===== src/rtl/dma2d_pkg.sv =====
package dma2d_pkg;
  localparam int WORD_W   = 32;
  localparam int CB_WORDS = 6;
  localparam int IDX_W    = $clog2(CB_WORDS);
  localparam int ROW_W    = 16;

  // flag bit positions decoded from the first control-block word
  localparam int F_IRQ    = 0;
  localparam int F_2D     = 1;
  localparam int F_DINC   = 4;
  localparam int F_DSKIP  = 7;
  localparam int F_SINC   = 8;
  localparam int F_SSKIP  = 11;

  // word order inside a control block
  localparam int W_FLAGS  = 0;
  localparam int W_SRC    = 1;
  localparam int W_DST    = 2;
  localparam int W_LEN    = 3;
  localparam int W_STRIDE = 4;
  localparam int W_NEXT   = 5;

  typedef enum logic [2:0] {
    ST_IDLE, ST_FETCH, ST_SETUP, ST_ROW, ST_READ, ST_WRITE, ST_ROWEND, ST_DONE
  } eng_state_t;

  function automatic logic [WORD_W-1:0] sext16(input logic [15:0] v);
    return {{(WORD_W-16){v[15]}}, v};
  endfunction
endpackage


===== src/rtl/dma2d_desc_regs.sv =====
module dma2d_desc_regs
  import dma2d_pkg::*;
(
  input  logic              clk,
  input  logic              rst_n,
  input  logic              load_en,
  input  logic [IDX_W-1:0]  load_idx,
  input  logic [WORD_W-1:0] load_word,
  input  logic              cb_set,
  input  logic [WORD_W-1:0] cb_value,
  input  logic              src_adv,
  input  logic              dst_adv,
  input  logic              row_adv,
  input  logic              len_upd,
  input  logic [WORD_W-1:0] len_value,
  output logic [WORD_W-1:0] cb_q,
  output logic [WORD_W-1:0] flags_q,
  output logic [WORD_W-1:0] src_q,
  output logic [WORD_W-1:0] dst_q,
  output logic [WORD_W-1:0] len_q,
  output logic [WORD_W-1:0] stride_q,
  output logic [WORD_W-1:0] next_q
);
  localparam logic [WORD_W-1:0] STEP = WORD_W'(WORD_W / 8);

  logic [WORD_W-1:0] src_step, dst_step;

  always_comb begin
    src_step = flags_q[F_SINC] ? STEP : '0;
    dst_step = flags_q[F_DINC] ? STEP : '0;
    if (row_adv) begin
      src_step = sext16(stride_q[15:0]);
      dst_step = sext16(stride_q[31:16]);
    end
  end

  always_ff @(posedge clk) begin
    if (!rst_n) begin
      cb_q <= '0; flags_q <= '0; src_q <= '0; dst_q <= '0;
      len_q <= '0; stride_q <= '0; next_q <= '0;
    end else begin
      if (cb_set) cb_q <= cb_value;
      if (load_en) begin
        case (load_idx)
          IDX_W'(W_FLAGS):  flags_q  <= load_word;
          IDX_W'(W_SRC):    src_q    <= load_word;
          IDX_W'(W_DST):    dst_q    <= load_word;
          IDX_W'(W_LEN):    len_q    <= load_word;
          IDX_W'(W_STRIDE): stride_q <= load_word;
          default:          next_q   <= load_word;
        endcase
      end
      if (src_adv || row_adv) src_q <= src_q + src_step;
      if (dst_adv || row_adv) dst_q <= dst_q + dst_step;
      if (len_upd) len_q <= len_value;
    end
  end


  src_hold_chk: assert property (@(posedge clk) disable iff (!rst_n)
    (src_adv && !row_adv && !load_en && !flags_q[F_SINC]) |=> $stable(src_q));


  dst_hold_chk: assert property (@(posedge clk) disable iff (!rst_n)
    (dst_adv && !row_adv && !load_en && !flags_q[F_DINC]) |=> $stable(dst_q));
endmodule


===== src/rtl/dma2d_row_ctr.sv =====
module dma2d_row_ctr
  import dma2d_pkg::*;
(
  input  logic              clk,
  input  logic              rst_n,
  input  logic              setup,
  input  logic              mode_2d,
  input  logic [WORD_W-1:0] len_word,
  input  logic              row_start,
  input  logic              beat,
  input  logic              row_done,
  output logic              row_empty,
  output logic              beat_last,
  output logic              last_row,
  output logic [WORD_W-1:0] len_after_beat
);
  localparam logic [WORD_W-1:0] STEP = WORD_W'(WORD_W / 8);

  logic              mode_q;
  logic [ROW_W-1:0]  rows_left;
  logic [WORD_W-1:0] row_bytes, xlen, xnext;

  assign beat_last = (xlen <= STEP);
  assign xnext     = beat_last ? '0 : xlen - STEP;
  assign row_empty = (row_bytes == '0);
  assign last_row  = (rows_left == ROW_W'(1));
  assign len_after_beat = mode_q ? {rows_left, xnext[15:0]} : xnext;

  always_ff @(posedge clk) begin
    if (!rst_n) begin
      mode_q <= 1'b0; rows_left <= '0; row_bytes <= '0; xlen <= '0;
    end else begin
      if (setup) begin
        mode_q    <= mode_2d;
        rows_left <= mode_2d ? {2'b00, len_word[29:16]} : ROW_W'(1);
        row_bytes <= mode_2d ? {16'h0000, len_word[15:0]} : len_word;
      end
      if (row_start) xlen <= row_bytes;
      else if (beat) xlen <= xnext;
      if (row_done && rows_left != '0) rows_left <= rows_left - ROW_W'(1);
    end
  end


  xlen_fall_chk: assert property (@(posedge clk) disable iff (!rst_n)
    (beat && !row_start && !setup) |=> (xlen < $past(xlen) || xlen == '0));
endmodule


===== src/rtl/dma2d_engine.sv =====
module dma2d_engine
  import dma2d_pkg::*;
(
  input  logic        clk,
  input  logic        rst_n,
  input  logic        start,
  input  logic [31:0] cb_addr_in,
  input  logic        chan_en,
  output logic        busy,
  output logic        mem_valid,
  input  logic        mem_ready,
  output logic        mem_we,
  output logic [31:0] mem_addr,
  output logic [31:0] mem_wdata,
  input  logic [31:0] mem_rdata,
  output logic        done,
  output logic        done_irq,
  output logic [31:0] live_cb,
  output logic [31:0] live_flags,
  output logic [31:0] live_src,
  output logic [31:0] live_dst,
  output logic [31:0] live_len,
  output logic [31:0] live_stride,
  output logic [31:0] live_next
);
  eng_state_t state_q, state_d;
  logic [IDX_W-1:0]  idx_q;
  logic [WORD_W-1:0] data_q, len_after;
  logic src_skip, dst_skip, fetch_ack, rd_ack, wr_ack, start_ok, chain_go;
  logic row_empty, beat_last, last_row;

  assign src_skip  = live_flags[F_SSKIP];
  assign dst_skip  = live_flags[F_DSKIP];
  assign fetch_ack = (state_q == ST_FETCH) && mem_ready;
  assign rd_ack    = (state_q == ST_READ)  && (src_skip || mem_ready);
  assign wr_ack    = (state_q == ST_WRITE) && (dst_skip || mem_ready);
  assign start_ok  = (state_q == ST_IDLE) && start && chan_en && (cb_addr_in != '0);
  assign chain_go  = (live_next != '0) && chan_en;

  assign busy      = (state_q != ST_IDLE);
  assign done      = (state_q == ST_DONE);
  assign done_irq  = done && live_flags[F_IRQ];
  assign mem_valid = (state_q == ST_FETCH) ||
                     (state_q == ST_READ  && !src_skip) ||
                     (state_q == ST_WRITE && !dst_skip);
  assign mem_we    = (state_q == ST_WRITE);
  assign mem_wdata = data_q;

  always_comb begin
    case (state_q)
      ST_FETCH: mem_addr = live_cb + {{(WORD_W-IDX_W-2){1'b0}}, idx_q, 2'b00};
      ST_READ:  mem_addr = live_src;
      default:  mem_addr = live_dst;
    endcase
  end

  always_comb begin
    state_d = state_q;
    case (state_q)
      ST_IDLE:   if (start_ok) state_d = ST_FETCH;
      ST_FETCH:  if (fetch_ack && idx_q == IDX_W'(CB_WORDS-1)) state_d = ST_SETUP;
      ST_SETUP:  state_d = (live_flags[F_2D] && live_len[29:16] == '0) ? ST_DONE : ST_ROW;
      ST_ROW:    state_d = row_empty ? ST_ROWEND : ST_READ;
      ST_READ:   if (rd_ack) state_d = ST_WRITE;
      ST_WRITE:  if (wr_ack) state_d = beat_last ? ST_ROWEND : ST_READ;
      ST_ROWEND: state_d = last_row ? ST_DONE : ST_ROW;
      ST_DONE:   state_d = chain_go ? ST_FETCH : ST_IDLE;
      default:   state_d = ST_IDLE;
    endcase
  end

  always_ff @(posedge clk) begin
    if (!rst_n) begin
      state_q <= ST_IDLE;
      idx_q   <= '0;
      data_q  <= '0;
    end else begin
      state_q <= state_d;
      if (state_q == ST_IDLE || state_q == ST_DONE) idx_q <= '0;
      else if (fetch_ack) idx_q <= idx_q + IDX_W'(1);
      if (rd_ack) data_q <= src_skip ? '0 : mem_rdata;
    end
  end

  dma2d_desc_regs u_desc (
    .clk       (clk),
    .rst_n     (rst_n),
    .load_en   (fetch_ack),
    .load_idx  (idx_q),
    .load_word (mem_rdata),
    .cb_set    (start_ok || state_q == ST_DONE),
    .cb_value  (start_ok ? cb_addr_in : live_next),
    .src_adv   (rd_ack),
    .dst_adv   (wr_ack),
    .row_adv   (state_q == ST_ROWEND && !last_row),
    .len_upd   (wr_ack),
    .len_value (len_after),
    .cb_q      (live_cb),
    .flags_q   (live_flags),
    .src_q     (live_src),
    .dst_q     (live_dst),
    .len_q     (live_len),
    .stride_q  (live_stride),
    .next_q    (live_next)
  );

  dma2d_row_ctr u_rows (
    .clk            (clk),
    .rst_n          (rst_n),
    .setup          (state_q == ST_SETUP),
    .mode_2d        (live_flags[F_2D]),
    .len_word       (live_len),
    .row_start      (state_q == ST_ROW),
    .beat           (wr_ack),
    .row_done       (state_q == ST_ROWEND),
    .row_empty      (row_empty),
    .beat_last      (beat_last),
    .last_row       (last_row),
    .len_after_beat (len_after)
  );


  req_hold_chk: assert property (@(posedge clk) disable iff (!rst_n)
    (mem_valid && !mem_ready) |=> (mem_valid && $stable(mem_addr) &&
                                   $stable(mem_we) && $stable(mem_wdata)));


  idle_quiet_chk: assert property (@(posedge clk) disable iff (!rst_n)
    !busy |-> !mem_valid);


  dst_skip_chk: assert property (@(posedge clk) disable iff (!rst_n)
    (mem_valid && mem_we) |-> !live_flags[F_DSKIP]);


  src_skip_chk: assert property (@(posedge clk) disable iff (!rst_n)
    (mem_valid && !mem_we && state_q == ST_READ) |-> !live_flags[F_SSKIP]);


  done_pulse_chk: assert property (@(posedge clk) disable iff (!rst_n)
    done |=> !done);


  chain_end_chk: assert property (@(posedge clk) disable iff (!rst_n)
    (done && live_next == '0) |=> !busy);
endmodule


===== config.mk =====
export PLATFORM = sky130hd
export DESIGN_NAME = dma2d_engine
export DESIGN_NICKNAME = d
export VERILOG_FILES = /design/src/rtl/dma2d_pkg.sv /design/src/rtl/dma2d_desc_regs.sv /design/src/rtl/dma2d_row_ctr.sv /design/src/rtl/dma2d_engine.sv
export SDC_FILE = /design/constraint.sdc
export NUM_CORES = 1
export LEC_CHECK = 0
export BUFFER_PORTS_ARGS = -buffer_cell sky130_fd_sc_hd__buf_2
export CELL_PAD_IN_SITES_DETAIL_PLACEMENT = 1
export CELL_PAD_IN_SITES_GLOBAL_PLACEMENT = 2
export CORE_MARGIN = 8
export CORE_UTILIZATION = 30
export CTS_CLUSTER_DIAMETER = 50
export DETAILED_ROUTE_END_ITERATION = 7
export PLACE_DENSITY_LB_ADDON = 0.08
export SLEW_MARGIN = 20
export SYNTH_ARGS = -nofsm -noshare
export SYNTH_HDL_FRONTEND = slang
export SYNTH_HIERARCHICAL = 1
export SYNTH_SLANG_ARGS = --single-unit

===== constraint.sdc =====
create_clock -name clk -period 4.6 [get_ports clk]
set_clock_uncertainty 0.15 [all_clocks]
set_input_delay 0.46 -clock clk [delete_from_list [all_inputs] [get_ports clk]]
set_output_delay 0.46 -clock clk [all_outputs]
set_load 0.01 [all_outputs]

==> results_dict.tcl <==
set metrics [dict create \
    routed_wirelength_mm 106 \
    cts_num_sinks 343 \
    design.core.area_um2 68100 \
    synth.area.mux_share_pct 7.85 \
    relSlewSlack_pct 25.5 \
    syn_nets 2749 \
    cts_tree "yes" \
    ys_seq_area_share_pct 33.5 \
    crit_start "u_rows/rows_left[8]" \
    synthSimpleGateAreaFrac_pct 26.5 \
    firstDrtPassIters 5 \
    antenna_found_initial 6 \
    final.setup.tns_ns 0 \
    setup_viol 0 \
    synth-edff-count 0 \
    wire_per_inst_um 27.5 \
    drtIter0Drc 1505 \
    post-dp-hpwl_mm 78.2 \
    clk_latency_ns 0.64 \
    synth_top_family_by_area "simple AND/OR/NAND/NOR gates" \
    grtUsageTotal_pct 26.3 \
    grt-ovfl-total 0 \
    h-tree-depth 2 \
    crit_slowest_cell "fa_1" \
    ys.flop_type "dfxtp_1" \
    hold_depth 4 \
    drive_gt1_share_pct 20.5 \
    worst_setup_hold_path_clk_slew_ns 0.06 \
    hold_viol 0 \
    syn2layout_area_growth_pct 23.5 \
    grt_pass1_wl_mm 156 \
    critPathKind "flip-flop to flip-flop" \
    yosys_warnings 6 \
    synth-async-reset-ratio_pct 0 \
    fin_util_pct 37.1 \
    finalMaxSlewViolations 0 \
    synth_cell_types 97 \
    critPathMaxFanout 23 \
    regToRegStartpoint "u_rows/rows_left[8]" \
    dieWidth_um 277 \
    tightest_slew_ns 1.12 \
    cp.depth 15 \
    synthXorXnorAreaFrac_pct 3.12 \
    fin_crit_ns 4.36 \
    drtAntennaViolNets 0 \
    initial_core_util_pct 30.1 \
    startpoint_type "flip-flop" \
    die-area_um2 76900 \
    required_ns 5.00 \
    port_buffers 361 \
    fmax_ghz 0.229 \
    synth_compound_gate_area_share_pct 21.7 \
    clk_path_buf_depth 3 \
    std_cell_rows 96 \
    cp_data_arrival_time_ns 4.75 \
    critical-path-max-stage-delay_ns 0.45 \
    status "completed" \
    end_kind "flip-flop" \
    vias 21900 \
    crit_end "u_desc/src_q[28]" \
    synthAdderAreaFrac_pct 2.74 \
    grt_pass1_vias 22900 \
    drc_errors 0 \
    r2r_slack_ns 0.24 \
    cp_top_family "compound AO/OA/AOI/OAI gates" \
    cts_root_buffer "clkbuf_16" \
    total_leakage_power_nw 10.9 \
    reg2reg_depth 15 \
    gp_congestion 0.910 \
    layout.nets 3039 \
    avgSynthCellArea_um2 7.77 \
    setup_ws_ns 0.243 \
    via_per_inst 5.68 \
    synth_cells 2637 \
    cap_violations 0 \
    crit_path_cell_trace "nor4_4 -> and4_2 -> and2_1 -> nor3_4 -> buf_12 -> and2_1 -> fa_1 -> a21o_1 -> a22o_1 -> o211ai_2 -> o21ai_1 -> a2111oi_4 -> a31oi_1 -> or3_1 -> a31oi_1" \
    ys_ff_latch 343 \
    die_h_um 277 \
    fillers 8171 \
    power.density_nw_per_um2 386 \
    syn-cell-area_um2 20500 \
    hold_buffers 0 \
    place_ws_ns 0.164 \
    critPathBufInv 1 \
    min_period_over_period_pct 94.7 \
    hold_class "input pin to flip-flop" \
    io_pins 362 \
    grt_max_degree 118 \
    reg2reg_to "u_desc/src_q[28]" \
    rsz0062_at_grt "no" \
    ir_worst_vdd_v 0.000318 \
    cts-buffers-inserted 59 \
]
## power breakdown
part           leakage (nW)  switching (mW)  total, mW  internal, mW
sequential             2.76           0.131       3.20          3.06
clock                  1.00            1.78       4.63          2.85
combinational          7.17            1.33       1.95         0.620
total                  10.9            3.24       9.78          6.53
## cell usage in the layout, fill, tap and decap left out, drive strengths merged, types with 42 or more instances in the layout
cell    netlist  final
a21oi       220    220
xnor2        42     42
a211oi       42     42
a22oi        88     88
dfxtp       343    343
nand3        72     72
inv          30     43
nand2       383    383
buf          49    429
and2         50     50
o21ai       101    101
nor4         57     57
nor3         48     48
mux2i       118    118
nor2b        44     44
nor2        292    292
clkbuf      151     72
## worst register-to-register path: stages, from the launching register on
cell and delay, ns:
dfxtp_1 0.35, nor4_4 0.38, and4_2 0.33, and2_1 0.23, nor3_4 0.09, buf_12 0.17
and2_1 0.20, fa_1 0.45, a21o_1 0.21, a22o_1 0.24, o211ai_2 0.30, o21ai_1 0.20
a2111oi_4 0.41, a31oi_1 0.07, or3_1 0.34, a31oi_1 0.18
## worst min path at each step
stage | from | endpoint | slack (ns)
3_3_place_gp | u_desc/flags_q[27] | u_desc/flags_q[27] | 0.29
3_5_place_dp | u_desc/flags_q[26] | u_desc/flags_q[26] | 0.30
5_1_grt | mem_rdata[0] | u_desc/flags_q[0] | 0.05
6_report | cb_addr_in[25] | u_desc/cb_q[25] | 0.06
2_1_floorplan | u_rows/row_bytes[0] | u_rows/xlen[0] | 0.29
4_1_cts | cb_addr_in[25] | u_desc/cb_q[25] | 0.01
## kinds of logic after synthesis
kind of cell / after synthesis
simple gates: 1117
buf+inv: 231
xor+xnor: 73
mux: 156
flops: 343
compound gates: 674
fa+ha+maj: 43
## cell usage after synthesis, types with 36 or more instances
| master | count | area share, % |
|---|---|---|
| nand2_1 | 383 | 7.0 |
| dfxtp_1 | 343 | 34 |
| nor2_1 | 292 | 5.3 |
| a21oi_1 | 219 | 5.3 |
| clkbuf_1 | 151 | 2.8 |
| mux2i_1 | 118 | 5.8 |
| a22oi_1 | 88 | 3.2 |
| nand3_1 | 71 | 1.7 |
| o21ai_0 | 65 | 1.6 |
| and2_1 | 50 | 1.5 |
| nor4_1 | 48 | 1.5 |
| nor3_1 | 46 | 1.1 |
| nor2b_1 | 44 | 1.3 |
| xnor2_1 | 42 | 1.8 |
| a211oi_1 | 41 | 1.5 |
| ha_1 | 40 | 2.4 |
| o21ai_1 | 36 | 0.88 |
## repair_timing
| action | CTS | global route |
|---|---|---|
| resized for setup | 0 | 6 |
| setup buffers | 0 | 0 |
| setup endpoints to repair | 0 | 20 |
## metal layers
layer	track usage, %	up-vias	wire length [um]
li1	-	10100	-
met1	32.7	11100	45000
met2	45.1	610	50800
met3	5.38	146	6500
met4	8.83	0	3640
met5	0	-	0
## sequential cells by signal, summed over array words and instances (netlist names)
register / flops
state_q: 3
u_rows/mode_q: 1
u_desc/src_q: 32
u_desc/stride_q: 32
u_rows/rows_left: 16
u_desc/cb_q: 32
mem_wdata: 32
u_desc/len_q: 32
u_rows/xlen: 32
u_desc/next_q: 32
u_desc/dst_q: 32
u_rows/row_bytes: 32
u_desc/flags_q: 32
idx_q: 3
## area by class of cell
type	count	area [um2]	share of cell area [%]
Tap cell	882	1100	4.36
Clock inverter	38	464	1.83
Antenna cell	2	5.00	0.0198
Inverter	31	121	0.480
Multi-Input combinational cell	2063	12800	50.6
Timing Repair Buffer	429	2350	9.28
Clock buffer	72	1600	6.31
Sequential cell	343	6870	27.1
## metrics by stage
step           hold WS [ns]  area (um2)  power [mW]  cells
2_1_floorplan         0.294       20500        4.40   2637
3_3_place_gp          0.291       23200        5.20   3747
3_5_place_dp          0.297       23200        5.21   3748
4_1_cts              0.0134       25300        9.89   3858
5_1_grt              0.0541       25300        10.2   3859
6_report             0.0581       25300        9.78   3860
Power figures use the tool's default switching activity.
